<file path="src/rtl/wp_pkg.sv">
package wp_pkg;

    typedef enum logic [2:0] {
        ST_IDLE,
        ST_K1,
        ST_K2,
        ST_D3,
        ST_D4,
        ST_D5
    } seq_st_t;

    localparam logic [10:0] ADR_HI  = 11'h555;
    localparam logic [10:0] ADR_LO  = 11'h2AA;
    localparam logic [7:0]  K_A     = 8'hAA;
    localparam logic [7:0]  K_B     = 8'h55;
    localparam logic [7:0]  K_ARM   = 8'hA0;
    localparam logic [7:0]  K_REL   = 8'h80;
    localparam logic [7:0]  K_FIN   = 8'h20;

    typedef struct packed {
        logic    step;
        logic    arm_done;
        logic    rel_done;
        seq_st_t nxt;
    } seq_res_t;

    function automatic seq_res_t seq_step(seq_st_t st, logic [10:0] a, logic [7:0] d);
        seq_res_t r;
        r.step     = 1'b1;
        r.arm_done = 1'b0;
        r.rel_done = 1'b0;
        r.nxt      = ST_IDLE;
        case (st)
            ST_IDLE: if (a == ADR_HI && d == K_A) r.nxt = ST_K1; else r.step = 1'b0;
            ST_K1:   if (a == ADR_LO && d == K_B) r.nxt = ST_K2; else r.step = 1'b0;
            ST_K2: begin
                if (a == ADR_HI && d == K_ARM)      r.arm_done = 1'b1;
                else if (a == ADR_HI && d == K_REL) r.nxt = ST_D3;
                else                                r.step = 1'b0;
            end
            ST_D3:   if (a == ADR_HI && d == K_A) r.nxt = ST_D4; else r.step = 1'b0;
            ST_D4:   if (a == ADR_LO && d == K_B) r.nxt = ST_D5; else r.step = 1'b0;
            ST_D5:   if (a == ADR_HI && d == K_FIN) r.rel_done = 1'b1; else r.step = 1'b0;
            default: r.step = 1'b0;
        endcase
        return r;
    endfunction

endpackage

</file>
<file path="src/rtl/wp_seq_tracker.sv">
module wp_seq_tracker
    import wp_pkg::*;
#(
    parameter int ADDR_W = 11,
    parameter int DATA_W = 8
) (
    input  logic              clk,
    input  logic              rst,
    input  logic              wr_en,
    input  logic [ADDR_W-1:0] wr_addr,
    input  logic [DATA_W-1:0] wr_data,
    output logic              cmd_hit,
    output logic              arm_done,
    output logic              rel_done,
    output logic              busy
);

    seq_st_t  st_q;
    seq_res_t res;
    logic     addr_ok;

    always_comb begin
        addr_ok = ((wr_addr >> 11) == '0);
        res     = seq_step(st_q, wr_addr[10:0], wr_data[7:0]);
        if (!addr_ok) begin
            res.step     = 1'b0;
            res.arm_done = 1'b0;
            res.rel_done = 1'b0;
            res.nxt      = ST_IDLE;
        end
    end

    always_ff @(posedge clk) begin
        if (rst)        st_q <= ST_IDLE;
        else if (wr_en) st_q <= res.nxt;
    end

    assign cmd_hit  = wr_en & res.step;
    assign arm_done = wr_en & res.arm_done;
    assign rel_done = wr_en & res.rel_done;
    assign busy     = (st_q != ST_IDLE);

    // no write, no movement
    p_hold_no_write_r11: assert property (@(posedge clk) disable iff (rst)
        !wr_en |=> $stable(st_q));
    // a rejected write leaves the tracker idle
    p_break_idle_r8: assert property (@(posedge clk) disable iff (rst)
        (wr_en && !cmd_hit) |=> (st_q == ST_IDLE));
    // never both completions at once
    p_one_done_r2: assert property (@(posedge clk) disable iff (rst)
        $onehot0({arm_done, rel_done}));

endmodule

</file>
<file path="src/rtl/wp_page_window.sv">
module wp_page_window #(
    parameter int ADDR_W     = 11,
    parameter int PAGE_BYTES = 64
) (
    input  logic              clk,
    input  logic              rst,
    input  logic              open_req,
    input  logic              wr_valid,
    input  logic [ADDR_W-1:0] wr_addr,
    output logic              win_hit,
    output logic              win_open
);

    localparam int PAGE_LSB = $clog2(PAGE_BYTES);
    localparam int PG_W     = ADDR_W - PAGE_LSB;
    localparam int CNT_W    = $clog2(PAGE_BYTES + 1);

    logic             open_q;
    logic [CNT_W-1:0] cnt_q;
    logic [PG_W-1:0]  page_q;
    logic [PG_W-1:0]  page_in;
    logic             first;

    assign page_in  = wr_addr[ADDR_W-1:PAGE_LSB];
    assign first    = (cnt_q == '0);
    assign win_hit  = wr_valid & open_q & (first | (page_in == page_q));
    assign win_open = open_q;

    always_ff @(posedge clk) begin
        if (rst) begin
            open_q <= 1'b0;
            cnt_q  <= '0;
            page_q <= '0;
        end else if (open_req) begin
            open_q <= 1'b1;
            cnt_q  <= '0;
        end else if (wr_valid && open_q) begin
            if (win_hit) begin
                cnt_q <= cnt_q + 1'b1;
                if (first) page_q <= page_in;
                if (cnt_q == CNT_W'(PAGE_BYTES - 1)) open_q <= 1'b0;
            end else begin
                open_q <= 1'b0;
            end
        end
    end

    // burst count stays below the page size while open
    p_cnt_bound_r6: assert property (@(posedge clk) disable iff (rst)
        open_q |-> (cnt_q < CNT_W'(PAGE_BYTES)));
    // a foreign-page write closes the burst
    p_close_on_miss_r7: assert property (@(posedge clk) disable iff (rst)
        (wr_valid && open_q && !win_hit && !open_req) |=> !open_q);

endmodule

</file>
<file path="src/rtl/wp_prot_latch.sv">
module wp_prot_latch (
    input  logic clk,
    input  logic por,
    input  logic set_i,
    input  logic clr_i,
    output logic prot
);

    always_ff @(posedge clk) begin
        if (por)        prot <= 1'b0;
        else if (set_i) prot <= 1'b1;
        else if (clr_i) prot <= 1'b0;
    end

    // arming completes -> protected next cycle
    p_arm_sets_r2: assert property (@(posedge clk) disable iff (por)
        set_i |=> prot);
    // release completes -> unprotected next cycle
    p_rel_clears_r3: assert property (@(posedge clk) disable iff (por)
        (clr_i && !set_i) |=> !prot);
    // flag holds without a completion
    p_hold_r9: assert property (@(posedge clk) disable iff (por)
        (!set_i && !clr_i) |=> $stable(prot));

endmodule

</file>
<file path="src/rtl/wp_unlock_detector.sv">
module wp_unlock_detector #(
    parameter int ADDR_W     = 11,
    parameter int DATA_W     = 8,
    parameter int PAGE_BYTES = 64
) (
    input  logic              clk,
    input  logic              rst,
    input  logic              por,
    input  logic              wr_valid,
    input  logic [ADDR_W-1:0] wr_addr,
    input  logic [DATA_W-1:0] wr_data,
    output logic              wr_permit,
    output logic              prot_on,
    output logic              seq_busy
);

    logic win_hit, win_open;
    logic trk_en, cmd_hit, arm_done, rel_done;

    assign trk_en = wr_valid & ~win_hit;

    wp_page_window #(.ADDR_W(ADDR_W), .PAGE_BYTES(PAGE_BYTES)) u_win (
        .clk(clk), .rst(rst), .open_req(arm_done), .wr_valid(wr_valid),
        .wr_addr(wr_addr), .win_hit(win_hit), .win_open(win_open)
    );

    wp_seq_tracker #(.ADDR_W(ADDR_W), .DATA_W(DATA_W)) u_trk (
        .clk(clk), .rst(rst), .wr_en(trk_en), .wr_addr(wr_addr), .wr_data(wr_data),
        .cmd_hit(cmd_hit), .arm_done(arm_done), .rel_done(rel_done), .busy(seq_busy)
    );

    wp_prot_latch u_prot (
        .clk(clk), .por(por), .set_i(arm_done), .clr_i(rel_done), .prot(prot_on)
    );

    assign wr_permit = win_hit | (trk_en & ~prot_on);

    // protected write outside a burst is never permitted
    p_block_locked_r4: assert property (@(posedge clk) disable iff (rst || por)
        (wr_valid && prot_on && !win_open) |-> !wr_permit);
    // sequence writes follow the protection flag
    p_cmd_follows_prot_r5: assert property (@(posedge clk) disable iff (rst || por)
        (cmd_hit && prot_on) |-> !wr_permit);

endmodule

</file>
<file path="config.mk">
export PLATFORM = sky130hd
export DESIGN_NAME = wp_unlock_detector
export DESIGN_NICKNAME = d
export VERILOG_FILES = /design/src/rtl/wp_pkg.sv /design/src/rtl/wp_seq_tracker.sv /design/src/rtl/wp_page_window.sv /design/src/rtl/wp_prot_latch.sv /design/src/rtl/wp_unlock_detector.sv
export SDC_FILE = /design/constraint.sdc
export NUM_CORES = 1
export LEC_CHECK = 0
export BUFFER_PORTS_ARGS = -buffer_cell sky130_fd_sc_hd__buf_2
export CAP_MARGIN = 20
export CORE_MARGIN = 2
export CORE_UTILIZATION = 51
export DETAILED_ROUTE_END_ITERATION = 8
export GPL_TIMING_DRIVEN = 0
export PLACE_DENSITY = 0.85
export SLEW_MARGIN = 20
export SYNTH_ARGS = -nofsm -noshare
export SYNTH_HDL_FRONTEND = slang
export SYNTH_SLANG_ARGS = --single-unit
</file>
<file path="constraint.sdc">
create_clock -name clk -period 2.3 [get_ports clk]
set_input_delay 0.345 -clock clk [delete_from_list [all_inputs] [get_ports clk]]
set_output_delay 0.345 -clock clk [all_outputs]
set_load 0.03 [all_outputs]
</file>
==> After elaboration in Yosys (flattened, before gate mapping) <==
Index checks and enable logic that the tools add are counted.
{ "totals": {"reg_bits": 17, "word_cells": 64} }
{ "op_classes": {"reduce_logical": 15, "bitwise": 11, "mux": 17, "n_eq_ne": 15, "addsub": 1} }
{ "op_table": {"columns": ["op", "n"], "rows": [
  ["$eq A8 B8 Y1 const B", 3],
  ["$pmux W3 S5", 1],
  ["$eq A11 B10 Y1 const B", 1],
  ["$eq A11 B11 Y1 const B", 1],
  ["$mux W1", 11],
  ["$mux W3", 3],
  ["$eq A8 B6 Y1 const B", 1],
  ["$eq A8 B7 Y1 const B", 1],
  ["$add A7 B1 Y7 const B", 1],
  ["$eq A7 B6 Y1 const B", 1],
  ["$logic_not A7 Y1", 1],
  ["$and A1 B1 Y1", 6],
  ["$eq A3 B2 Y1 const B", 2],
  ["$eq A3 B3 Y1 const B", 2],
  ["$logic_and A1 B1 Y1", 6],
  ["$eq A5 B5 Y1", 1],
  ["$mux W2", 2],
  ["$reduce_and A2 Y1", 2],
  ["$reduce_and A4 Y1", 1],
  ["$reduce_bool A2 Y1", 2],
  ["$eq A3 B1 Y1 const B", 1],
  ["$logic_not A3 Y1", 1],
  ["$ne A3 B1 Y1 const B", 1],
  ["$not A1 Y1", 3],
  ["3 further kinds", 4]
]} }

==> Logic depth before layout (Yosys ltp) <==
Gate-level depths: netlist of the first run.
{ "depth": {"word_depth": 8, "mapped_depth": 7, "mapped_depth_nobuf": 6} }

==> Hierarchy <==
From an unflattened synthesis of the first run, not the netlist that was laid out.
{ "unflattened": {"hier_cells": 136, "hier_area_um2": 1114.8} }
{ "modules_own_cells": {"columns": ["module", "area_each_um2", "n_inst", "seq_area_each_um2", "cells_each"], "rows": [
  ["wp_page_window", 660.6, 1, 260.2, 75],
  ["wp_seq_tracker", 397.9, 1, 60.1, 54],
  ["wp_prot_latch", 38.8, 1, 20.0, 4],
  ["wp_unlock_detector", 17.5, 1, 0.0, 3]
]} }

==> Least setup slack after synthesis of the first run <==
OpenSTA, ideal clock, no wires.
{ "synth_path": {"path_type": "reg-to-output", "startpoint": "register u_win.cnt_q[0]", "endpoint": "output wr_permit", "t_required_ns": 1.955, "arrival_time_ns": 1.441, "path_stages_with_launch": 7, "slack_ns": 0.514, "path_buffers": 1, "cell_sequence": "dfxtp_1 inv_1 ha_1 and4_1 clkbuf_8 a21oi_2 o21ai_0"} }
{ "synth_via": {"elab_chain_len": 7} }
{ "synth_lines": {"columns": ["element", "line_no", "text"], "rows": [
  ["start, declared", "wp_page_window.sv:19", "logic [CNT_W-1:0] cnt_q;"],
  ["start signal, assigned", "wp_page_window.sv:39", "cnt_q <= cnt_q + 1'b1;"],
  ["$logic_not A7 Y1 (*)", "wp_page_window.sv:25", "assign first = (cnt_q == '0);"],
  ["$or A1 B1 Y1 (*)", "wp_page_window.sv:26", "assign win_hit = wr_valid & open_q & (first | (page_in == page_q));"],
  ["$and A1 B1 Y1 (*)", "wp_page_window.sv:26", null],
  ["$not A1 Y1", "wp_unlock_detector.sv:20", "assign trk_en = wr_valid & ~win_hit;"],
  ["$and A1 B1 Y1", "wp_unlock_detector.sv:20", null],
  ["$and A1 B1 Y1", "wp_unlock_detector.sv:36", "assign wr_permit = win_hit | (trk_en & ~prot_on);"],
  ["$or A1 B1 Y1 (*)", "wp_unlock_detector.sv:36", null],
  ["end, declared", "wp_unlock_detector.sv:12", "output logic wr_permit,"]
]} }
Every way passes the cells marked *; elsewhere a longest branch is shown, timed or not.

==> Worst setup path in the final report of the first run <==
{ "layout_path": {"startpoint": "register u_win.page_q[0]", "endpoint": "output wr_permit"} }
{ "layout_via": {"elab_chain_len": 7} }
{ "layout_lines": {"columns": ["element", "line_no", "text"], "rows": [
  ["start, declared", "wp_page_window.sv:20", "logic [PG_W-1:0] page_q;"],
  ["start signal, assigned", "wp_page_window.sv:40", "if (first) page_q <= page_in;"],
  ["$eq A5 B5 Y1 (*)", "wp_page_window.sv:26", null],
  ["$or A1 B1 Y1 (*)", "wp_page_window.sv:26", null],
  ["$and A1 B1 Y1 (*)", "wp_page_window.sv:26", null],
  ["$not A1 Y1", "wp_unlock_detector.sv:20", null],
  ["$and A1 B1 Y1", "wp_unlock_detector.sv:20", null],
  ["$and A1 B1 Y1", "wp_unlock_detector.sv:36", null],
  ["$or A1 B1 Y1 (*)", "wp_unlock_detector.sv:36", null]
]} }
Marks and branches as above.

==> results of run 1 <==
[power breakdown]
group	internal, mW	switching (mW)	total (mW)
combinational	0.0302	0.0383	0.0685
clock	0.0672	0.0858	0.153
sequential	0.296	0.00205	0.298
total	0.393	0.126	0.519
[cell families (layout without fill, tap and decap cells)]
family                     count (synthesis)  after routing  synth area share
AOI/OAI and AO/OA                         14             14             0.102
xor gates and xnor gates                  10             10            0.0838
buffers and inverters                      9             38            0.0587
and+or+nand+nor                           60             60             0.349
DFF                                       17             17             0.326
muxes                                      6              6            0.0575
adders and majority gates                  2              2            0.0239
[worst paths after layout]
check,end,cells past startpoint,slack [ps],from
max reg2reg,u_prot.prot,7,400,u_win.cnt_q[0]
min reg2reg,u_win.win_open,2,500,u_win.win_open
max,wr_permit,5,140,u_win.page_q[0]
min,u_prot.prot,2,220,por
[metrics by stage]
step / setup WS, ps / hold slack, ps
detailed placement: 290 / 470
floorplan: 514 / 414
finish: 141 / 217
global placement: 301 / 471
CTS: 127 / 212
global route: 31.2 / 197
[area by class of cell]
type | count | area (um^2)
Inverter | 6 | 22.5
Sequential cell | 17 | 340
Buffer | 3 | 38.8
Tap cell | 27 | 33.8
Multi-Input combinational cell | 92 | 643
Timing Repair Buffer | 25 | 125
Clock buffer | 4 | 26.3
Fill cell | 185 | 712
[placed cells by master, fill, tap and decap left out, types with 2 or more instances in the layout]
cell type and n:
a211oi_1 2, a21oi_1 3, a21oi_2 2, and3_1 6
and4b_1 2, and4bb_2 2, buf_2 25, clkbuf_4 3
clkbuf_8 2, dfxtp_1 17, ha_1 2, inv_1 6
mux2i_1 6, nand2_1 6, nand3_1 10, nand4_1 3
nor2_1 15, nor3_1 3, nor4_1 2, nor4b_1 3
o21ai_0 3, xnor2_1 2, xor2_1 8
[per-layer routing]
metal	up-vias	part of all wire	wire length, um
li1	491	-	-
met1	455	0.45	1010
met2	15	0.51	1140
met3	2	0.032	72
met4	0	0.0067	15
met5	-	0	0
[state kept, by name, summed over array words and instances (netlist names)]
register and cells:
u_prot.prot 1, u_trk.st_q 3, u_win.cnt_q 7, u_win.page_q 5, u_win.win_open 1
==> flow_metrics.py, run 1 <==
metrics = {
    "setup_path": {
        "critPathTopFamily": "simple AND/OR/NAND/NOR gates",
        "slowest_stage": "nor4_4",
        "crit_path_max_fanout": 8,
        "slowest_delay_ps": 500,
        "crit_buf_inv": 1,
        "worst_setup_path_start_kind": "flip-flop",
        "crit_chain": "xor2_1 > nor4_4 > a21oi_2 > o21ai_0 > buf_2",
        "crit_arrival_ps": 1810,
        "criticalPathCategory": "reg -> out",
        "critPathCaptureType": "primary output",
        "crit_required_ps": 1960,
    },
    "outcome": {
        "outcome": "finished, final reports clean",
    },
    "pwr": {
        "report.power.total_uw": 519,
        "ir_drop_mv": 0.388,
        "power.leakage_nw": 0.510,
        "power_density_nw_per_um2": 422,
    },
    "sta": {
        "max_freq_mhz": 463,
        "hold_viol_final": 0,
        "fin_setup_tns_ps": 0,
        "worst_slew_pin_slew_ps": 479,
        "rsz0062_at_grt": "no",
        "period_needed_ps": 2160,
        "finalCritPeriodShare": 0.939,
        "slew_viol_final": 0,
        "setup_viol": 0,
        "slew_headroom": 0.678,
        "skew_ps": 3.05,
    },
    "yosys": {
        "synthCells": 118,
        "netlist_area_um2": 1040,
        "syn_avg_cell_area_um2": 8.85,
        "synth_seq_cells": 17,
        "synth_area_leaders": "dfxtp_1 33%, xor2_1 6.7%, mux2i_1 5.7%",
        "yosys_warnings": 0,
        "synth_cell_types": 34,
        "synth_seq_area_share": 0.326,
        "synth_top_area_share": 0.326,
        "post-synth-top-count-cell": "dfxtp_1",
        "synth_nets": 143,
        "synthTopCellsByCount": "17 x dfxtp_1, 15 x nor2_1, 10 x nand3_1",
        "synth_top_area_cell": "dfxtp_1",
        "ys.flop_type": "dfxtp_1",
        "synth_edf_count": 0,
        "async_flop_share": 0,
    },
    "cts": {
        "holdBufCountCts": 0,
        "cts_tree": "built",
        "numCtsBuffers": 3,
        "path_clk_slew_ps": 90,
        "clkLatencyLatePin_ps": 280,
        "cts.sinks": 17,
        "ctsRootBufferMaster": "clkbuf_4",
        "ctsResizeCount": 0,
        "cts-htree-levels": 1,
        "post_cts_buffers": 0,
        "cts_max_path_buffers": 2,
    },
    "floorplan": {
        "die_w_um": 49.3,
        "fp.coreArea_um2": 1940,
        "start_util": 0.538,
        "die_area_um2": 2430,
        "pin_count": 26,
        "rows": 16,
        "die_h_um": 49.3,
    },
    "hold_path": {
        "holdCritPathClass": "in -> reg",
    },
    "global_route": {
        "busiest_layer": "met2",
        "grt_pass1_vias": 972,
        "antenna_found_initial": 0,
        "grt_pass1_wl_um": 3900,
        "grt_use_met1": 0.234,
        "grt_use_total": 0.202,
        "grt_max_degree": 11,
        "grtUsageMet3": 0.0399,
        "overflow": 0,
        "globalRouteMet2Util": 0.378,
    },
    "routing": {
        "dr.pass1.iters": 4,
        "drtIter0Drc": 39,
        "wl_per_cell_um": 12.9,
        "via_per_inst": 5.53,
        "ant_nets": 0,
        "drt-total-wl_um": 2250,
        "drc": 0,
        "vias": 963,
    },
    "finish": {
        "finalInstanceArea_um2": 1230,
        "fin_cells": 174,
        "syn_to_final_growth_pct": 17.7,
        "layout.nets": 173,
        "post-route-util": 0.633,
        "drive_gt1_frac": 0.272,
        "antennaDiodeCount": 0,
    },
    "placement": {
        "hpwl_um": 1800,
        "place.gp.congestion": 0.908,
        "place_area_um2": 1200,
        "placed_cells": 170,
        "port_buffers": 25,
    },
    "job": {
        "maxCapViolations": 0,
    },
}
Power figures use the tool's default switching activity.
==> inputs of run 2 (changes only) <==
--- a/config.mk
+++ b/config.mk
@@ -5,13 +5,14 @@
 export SDC_FILE = /design/constraint.sdc
 export NUM_CORES = 1
 export LEC_CHECK = 0
+export ABC_AREA = 1
 export BUFFER_PORTS_ARGS = -buffer_cell sky130_fd_sc_hd__buf_2
 export CAP_MARGIN = 20
 export CORE_MARGIN = 2
-export CORE_UTILIZATION = 51
+export CORE_UTILIZATION = 53
 export DETAILED_ROUTE_END_ITERATION = 8
 export GPL_TIMING_DRIVEN = 0
-export PLACE_DENSITY = 0.85
+export PLACE_DENSITY = 0.86
 export SLEW_MARGIN = 20
 export SYNTH_ARGS = -nofsm -noshare
 export SYNTH_HDL_FRONTEND = slang
==> run 2 against run 1 <==
First-iteration DRC count up 5.1%; setup slack better by 100 ps; via count up 28%; register-to-register slack better by 410 ps; utilization up 0.45 points; critical path depth up 4; critical endpoint unchanged; largest cell class unchanged; highest routed layer unchanged.
==> flow_metrics.py, run 2 <==
metrics = {
    "setup_path": {
        "r2r_cells": 10,
        "crit_path_max_fanout": 9,
        "crit_arrival_ps": 1710,
        "r2r-end": "u_win.cnt_q[0]",
        "r2r-start": "u_win.cnt_q[0]",
        "reg2reg_slack_ps": 810,
        "worst_setup_path_start_kind": "flip-flop",
        "crit_required_ps": 1960,
        "criticalPathCategory": "reg -> out",
        "critPathCaptureType": "primary output",
    },
    "floorplan": {
        "die_h_um": 51.8,
        "fp.coreArea_um2": 2190,
        "pin_count": 26,
        "rows": 17,
        "die_area_um2": 2680,
        "die_w_um": 51.8,
        "start_util": 0.552,
    },
    "placement": {
        "hpwl_um": 1950,
        "place_area_um2": 1370,
        "port_buffers": 25,
        "place.gp.congestion": 0.790,
    },
    "sta": {
        "worst_slew_pin_slew_ps": 309,
        "rsz0062_at_grt": "no",
        "max_freq_mhz": 486,
        "slew_headroom": 0.792,
        "finalCritPeriodShare": 0.895,
        "period_needed_ps": 2060,
        "fin_setup_tns_ps": 0,
        "skew_ps": 2.16,
        "hold_viol_final": 0,
        "slew_viol_final": 0,
        "setup_viol": 0,
    },
    "finish": {
        "layout.nets": 251,
        "finalInstanceArea_um2": 1400,
        "post-route-util": 0.638,
        "regMostFlops": "u_win.cnt_q",
        "top_regs": "u_win.cnt_q x7, u_win.page_q x5, u_trk.st_q x3",
        "final_common_cell": "nand2_1",
        "largest_reg_flops": 7,
        "syn_to_final_growth_pct": 15.6,
        "antennaDiodeCount": 0,
        "final_cell_mix": "49 x nand2_1, 33 x inv_1, 25 x nor2_1, 25 x buf_2, 17 x dfxtp_1",
        "drive_gt1_frac": 0.227,
    },
    "yosys": {
        "post-synth-top-count-cell": "nand2_1",
        "synth_top_area_share": 0.282,
        "synth_seq_area_share": 0.282,
        "ys.flop_type": "dfxtp_1",
        "async_flop_share": 0,
        "syn_avg_cell_area_um2": 6.17,
        "synth_edf_count": 0,
        "synth_area_leaders": "dfxtp_1 28%, nand2_1 15%, inv_1 11%",
        "synth_nets": 221,
        "netlist_area_um2": 1210,
        "synth_seq_cells": 17,
        "synthTopCellsByCount": "49 x nand2_1, 34 x inv_1, 25 x nor2_1",
        "yosys_warnings": 0,
        "synthCells": 196,
        "synth_top_area_cell": "dfxtp_1",
        "synth_cell_types": 27,
    },
    "pwr": {
        "ir_drop_mv": 0.397,
        "report.power.total_uw": 524,
        "clock_power_share": 0.309,
        "sw_frac_of_total": 0.258,
        "switchingPower_uw": 135,
        "seq_power_share": 0.561,
        "power_density_nw_per_um2": 375,
        "p_int_uw": 389,
        "pwr-share-comb": 0.130,
        "power.leakage_nw": 0.620,
    },
    "global_route": {
        "grt_use_total": 0.202,
        "grt_max_degree": 11,
        "grt_pass1_wl_um": 4050,
        "grt_pass1_vias": 1040,
        "antenna_found_initial": 0,
        "overflow": 0,
    },
    "hold_path": {
        "holdCritPathClass": "in -> reg",
        "holdPathEnd": "u_trk.st_q[0]",
        "min_from": "rst",
        "hold_depth": 2,
    },
    "cts": {
        "clkLatencyLatePin_ps": 300,
        "path_clk_slew_ps": 90,
        "cts_max_path_buffers": 2,
        "cts_tree": "built",
        "cts-htree-levels": 1,
        "ctsRootBufferMaster": "clkbuf_4",
        "numCtsBuffers": 3,
        "cts.sinks": 17,
        "post_cts_buffers": 0,
    },
    "outcome": {
        "outcome": "finished, final reports clean",
    },
    "routing": {
        "dr.pass1.iters": 4,
        "drc": 0,
        "vias": 1231,
        "ant_nets": 0,
        "drtIter0Drc": 41,
        "via_per_inst": 4.87,
        "wl_per_cell_um": 9.29,
        "drt-total-wl_um": 2350,
    },
    "job": {
        "maxCapViolations": 0,
    },
}
## run 2: critical path: stages (launching register included)
cell and delay (ps):
dfxtp_1 330, inv_1 100, ha_1 150, nand3_1 80, nor2_1 160, inv_2 80
nand2_2 160, inv_2 100, o21ai_0 80, buf_4 180
## run 2: worst max-delay path by stage
stage	start	end	depth (start not counted)
floorplan	u_win.cnt_q[0]	wr_permit	7
global placement	wr_addr[7]	wr_permit	10
detailed placement	wr_addr[7]	wr_permit	10
CTS	u_win.cnt_q[0]	wr_permit	9
global route	u_win.cnt_q[0]	wr_permit	9
finish	u_win.cnt_q[0]	wr_permit	9
## run 2: logic make-up after synthesis
logic type	Yosys count	synth area share
simple gates	109	0.417
buf+inv	39	0.124
compound gates	26	0.135
flops	17	0.282
xor+xnor	3	0.0217
fa+ha+maj	2	0.0207
## run 2: final cells by class
class | instances | area, um^2
Fill cell | 227 | 793
Multi-Input combinational cell | 140 | 718
Clock buffer | 4 | 26.3
Sequential cell | 17 | 340
Timing Repair Buffer | 25 | 128
Tap cell | 28 | 35.0
Buffer | 1 | 5.00
Inverter | 38 | 145
## run 2: power by group through the flow
stage,combinational [mW],sequential [mW],clock [mW]
2_1_floorplan,0.0357,0.301,0
3_3_place_gp,0.0667,0.301,0
3_5_place_dp,0.0678,0.301,0
4_1_cts,0.0680,0.294,0.168
5_1_grt,0.0779,0.294,0.179
6_report,0.0680,0.294,0.162
## run 2: timing repair
action,in CTS,in global routing
setup endpoints to repair,0,1
resized for setup,0,2
hold buffers,0,0
## run 2: layer usage
metal,GRT usage,routed length [um]
met4,0.0614,23
met5,0,0
met2,0.340,1040
met3,0.0517,93
met1,0.254,1190
## run 2: per-stage QoR
step	setup WS, ps	hold WS, ps	instances
2_1_floorplan	364	414	196
3_3_place_gp	469	462	249
3_5_place_dp	451	466	249
4_1_cts	119	264	253
5_1_grt	43.4	253	253
6_report	241	263	253
==> inputs of run 3 (changes only) <==
--- a/config.mk
+++ b/config.mk
@@ -12,8 +12,8 @@
 export CORE_UTILIZATION = 53
 export DETAILED_ROUTE_END_ITERATION = 8
 export GPL_TIMING_DRIVEN = 0
-export PLACE_DENSITY = 0.86
-export SLEW_MARGIN = 20
+export PLACE_DENSITY = 0.83
+export SLEW_MARGIN = 5
 export SYNTH_ARGS = -nofsm -noshare
 export SYNTH_HDL_FRONTEND = slang
 export SYNTH_SLANG_ARGS = --single-unit
==> run 3 against run 2 <==
Sequential share of layout area about the same; die area unchanged; clock-buffer cell count unchanged; non-clock buffer count unchanged; global-route usage decreased by 0.81 points; critical endpoint unchanged; largest power group unchanged; highest routed layer unchanged; clock power about the same; clock skew decreased by 1.1 ps; first-iteration DRC count decreased by 27%; combinational power about the same; wire length about the same; hold slack got worse by 0.95 ps.
==> flow_metrics.py, run 3 (synthesis results as in run 2) <==
metrics = {
    "outcome": {
        "outcome": "finished, final reports clean",
    },
    "setup_path": {
        "worst_setup_path_start_kind": "flip-flop",
        "crit_path_max_fanout": 9,
        "crit_arrival_ps": 1750,
        "critPathCaptureType": "primary output",
        "slowest_stage": "dfxtp_1",
        "crit_required_ps": 1960,
        "cpMostUsedCell": "inv_1",
        "slowest_delay_ps": 360,
        "criticalPathCategory": "reg -> out",
        "crit_chain": "inv_1 > ha_1 > nand3_1 > nor2_2 > inv_2 > nand2_2 > inv_1 > o21ai_0 > buf_4",
    },
    "routing": {
        "ant_nets": 0,
        "drtIter0Drc": 30,
        "vias": 1235,
        "drt-total-wl_um": 2350,
        "via_per_inst": 4.88,
        "drc": 0,
        "wl_per_cell_um": 9.28,
        "dr.pass1.iters": 4,
    },
    "cts": {
        "cts-htree-levels": 1,
        "ctsRootBufferMaster": "clkbuf_4",
        "path_clk_slew_ps": 90,
        "cts.sinks": 17,
        "numCtsBuffers": 3,
        "cts_max_path_buffers": 2,
        "clkLatencyLatePin_ps": 290,
        "cts_tree": "built",
    },
    "finish": {
        "top_regs": "u_win.cnt_q x7, u_win.page_q x5, u_trk.st_q x3",
        "drive_gt1_frac": 0.227,
        "syn_to_final_growth_pct": 15.8,
        "final_common_cell": "nand2_1",
        "layout.nets": 251,
        "finalInstanceArea_um2": 1400,
        "final_cell_mix": "49 x nand2_1, 34 x inv_1, 25 x buf_2",
        "largest_reg_flops": 7,
        "antennaDiodeCount": 0,
        "regMostFlops": "u_win.cnt_q",
        "post-route-util": 0.639,
        "fin_cells": 253,
    },
    "floorplan": {
        "die_h_um": 51.8,
        "fp.coreArea_um2": 2190,
        "start_util": 0.552,
        "rows": 17,
        "die_area_um2": 2680,
        "die_w_um": 51.8,
        "pin_count": 26,
    },
    "sta": {
        "slew_headroom": 0.766,
        "skew_ps": 1.08,
        "worst_slew_pin_slew_ps": 348,
        "fin_setup_tns_ps": 0,
        "fin_ws_ps": 205,
        "whs_ps": 262,
        "hold_viol_final": 0,
        "slew_viol_final": 0,
        "max_freq_mhz": 477,
        "finalCritPeriodShare": 0.911,
        "period_needed_ps": 2090,
        "rsz0062_at_grt": "no",
        "setup_viol": 0,
    },
    "job": {
        "maxCapViolations": 0,
    },
    "placement": {
        "place_area_um2": 1370,
        "hpwl_um": 1860,
        "placed_cells": 249,
        "port_buffers": 25,
        "dp_slack_ps": 451,
        "place.gp.congestion": 0.945,
    },
    "global_route": {
        "antenna_found_initial": 0,
        "grt_pass1_wl_um": 3930,
        "grt_pass1_vias": 987,
        "grt_max_degree": 11,
        "overflow": 0,
        "grt_use_total": 0.194,
    },
    "pwr": {
        "ir_drop_mv": 0.369,
        "power.leakage_nw": 0.619,
        "power_density_nw_per_um2": 373,
        "report.power.total_uw": 522,
    },
    "hold_path": {
        "holdCritPathClass": "in -> reg",
    },
}
[run 3: layout make-up]
type / count / area [um^2]
repair buffers: 25 / 128
flip-flops and latches: 17 / 340
fillers: 216 / 791
well taps: 28 / 35.0
plain buffers: 1 / 5.00
inverters: 38 / 145
multi-input cells: 140 / 721
clock buffers: 4 / 26.3
[run 3: where the power goes]
group          internal [mW]  switching [mW]  leakage [nW]
clock                 0.0676          0.0923        0.0150
sequential             0.294    0.0000000331         0.137
combinational         0.0272          0.0411         0.467
total                  0.389           0.133         0.619
[run 3: repair_timing]
item                                    4_1_cts  5_1_grt
endpoints found under the setup margin        0        1
buffers inserted                              0        0
hold buffers                                  0        0
gates resized for setup                       0        2
[run 3: final timing paths]
| check | startpoint | endpoint | slack [ps] | depth (start not counted) |
|---|---|---|---|---|
| setup / recovery | u_win.cnt_q[0] | wr_permit | 210 | 9 |
| hold / removal | rst | u_trk.st_q[2] | 260 | 2 |
| setup reg to reg | u_win.cnt_q[0] | u_win.cnt_q[5] | 850 | 10 |
| hold reg to reg | u_win.cnt_q[6] | u_win.cnt_q[6] | 480 | 2 |
[run 3: layer usage]
metal / track usage / routed length, um
met3: 0.0546 / 124
met5: 0 / 0
met4: 0.0658 / 29
met2: 0.318 / 1010
met1: 0.244 / 1180
[run 3: worst max-delay path: cells and delay by family (launching register included)]
| family | cells | cell delay (ps) |
|---|---|---|
| buf+inv | 4 | 510 |
| flops | 1 | 360 |
| simple gates | 3 | 270 |
| fa+ha+maj | 1 | 200 |
| compound gates | 1 | 120 |
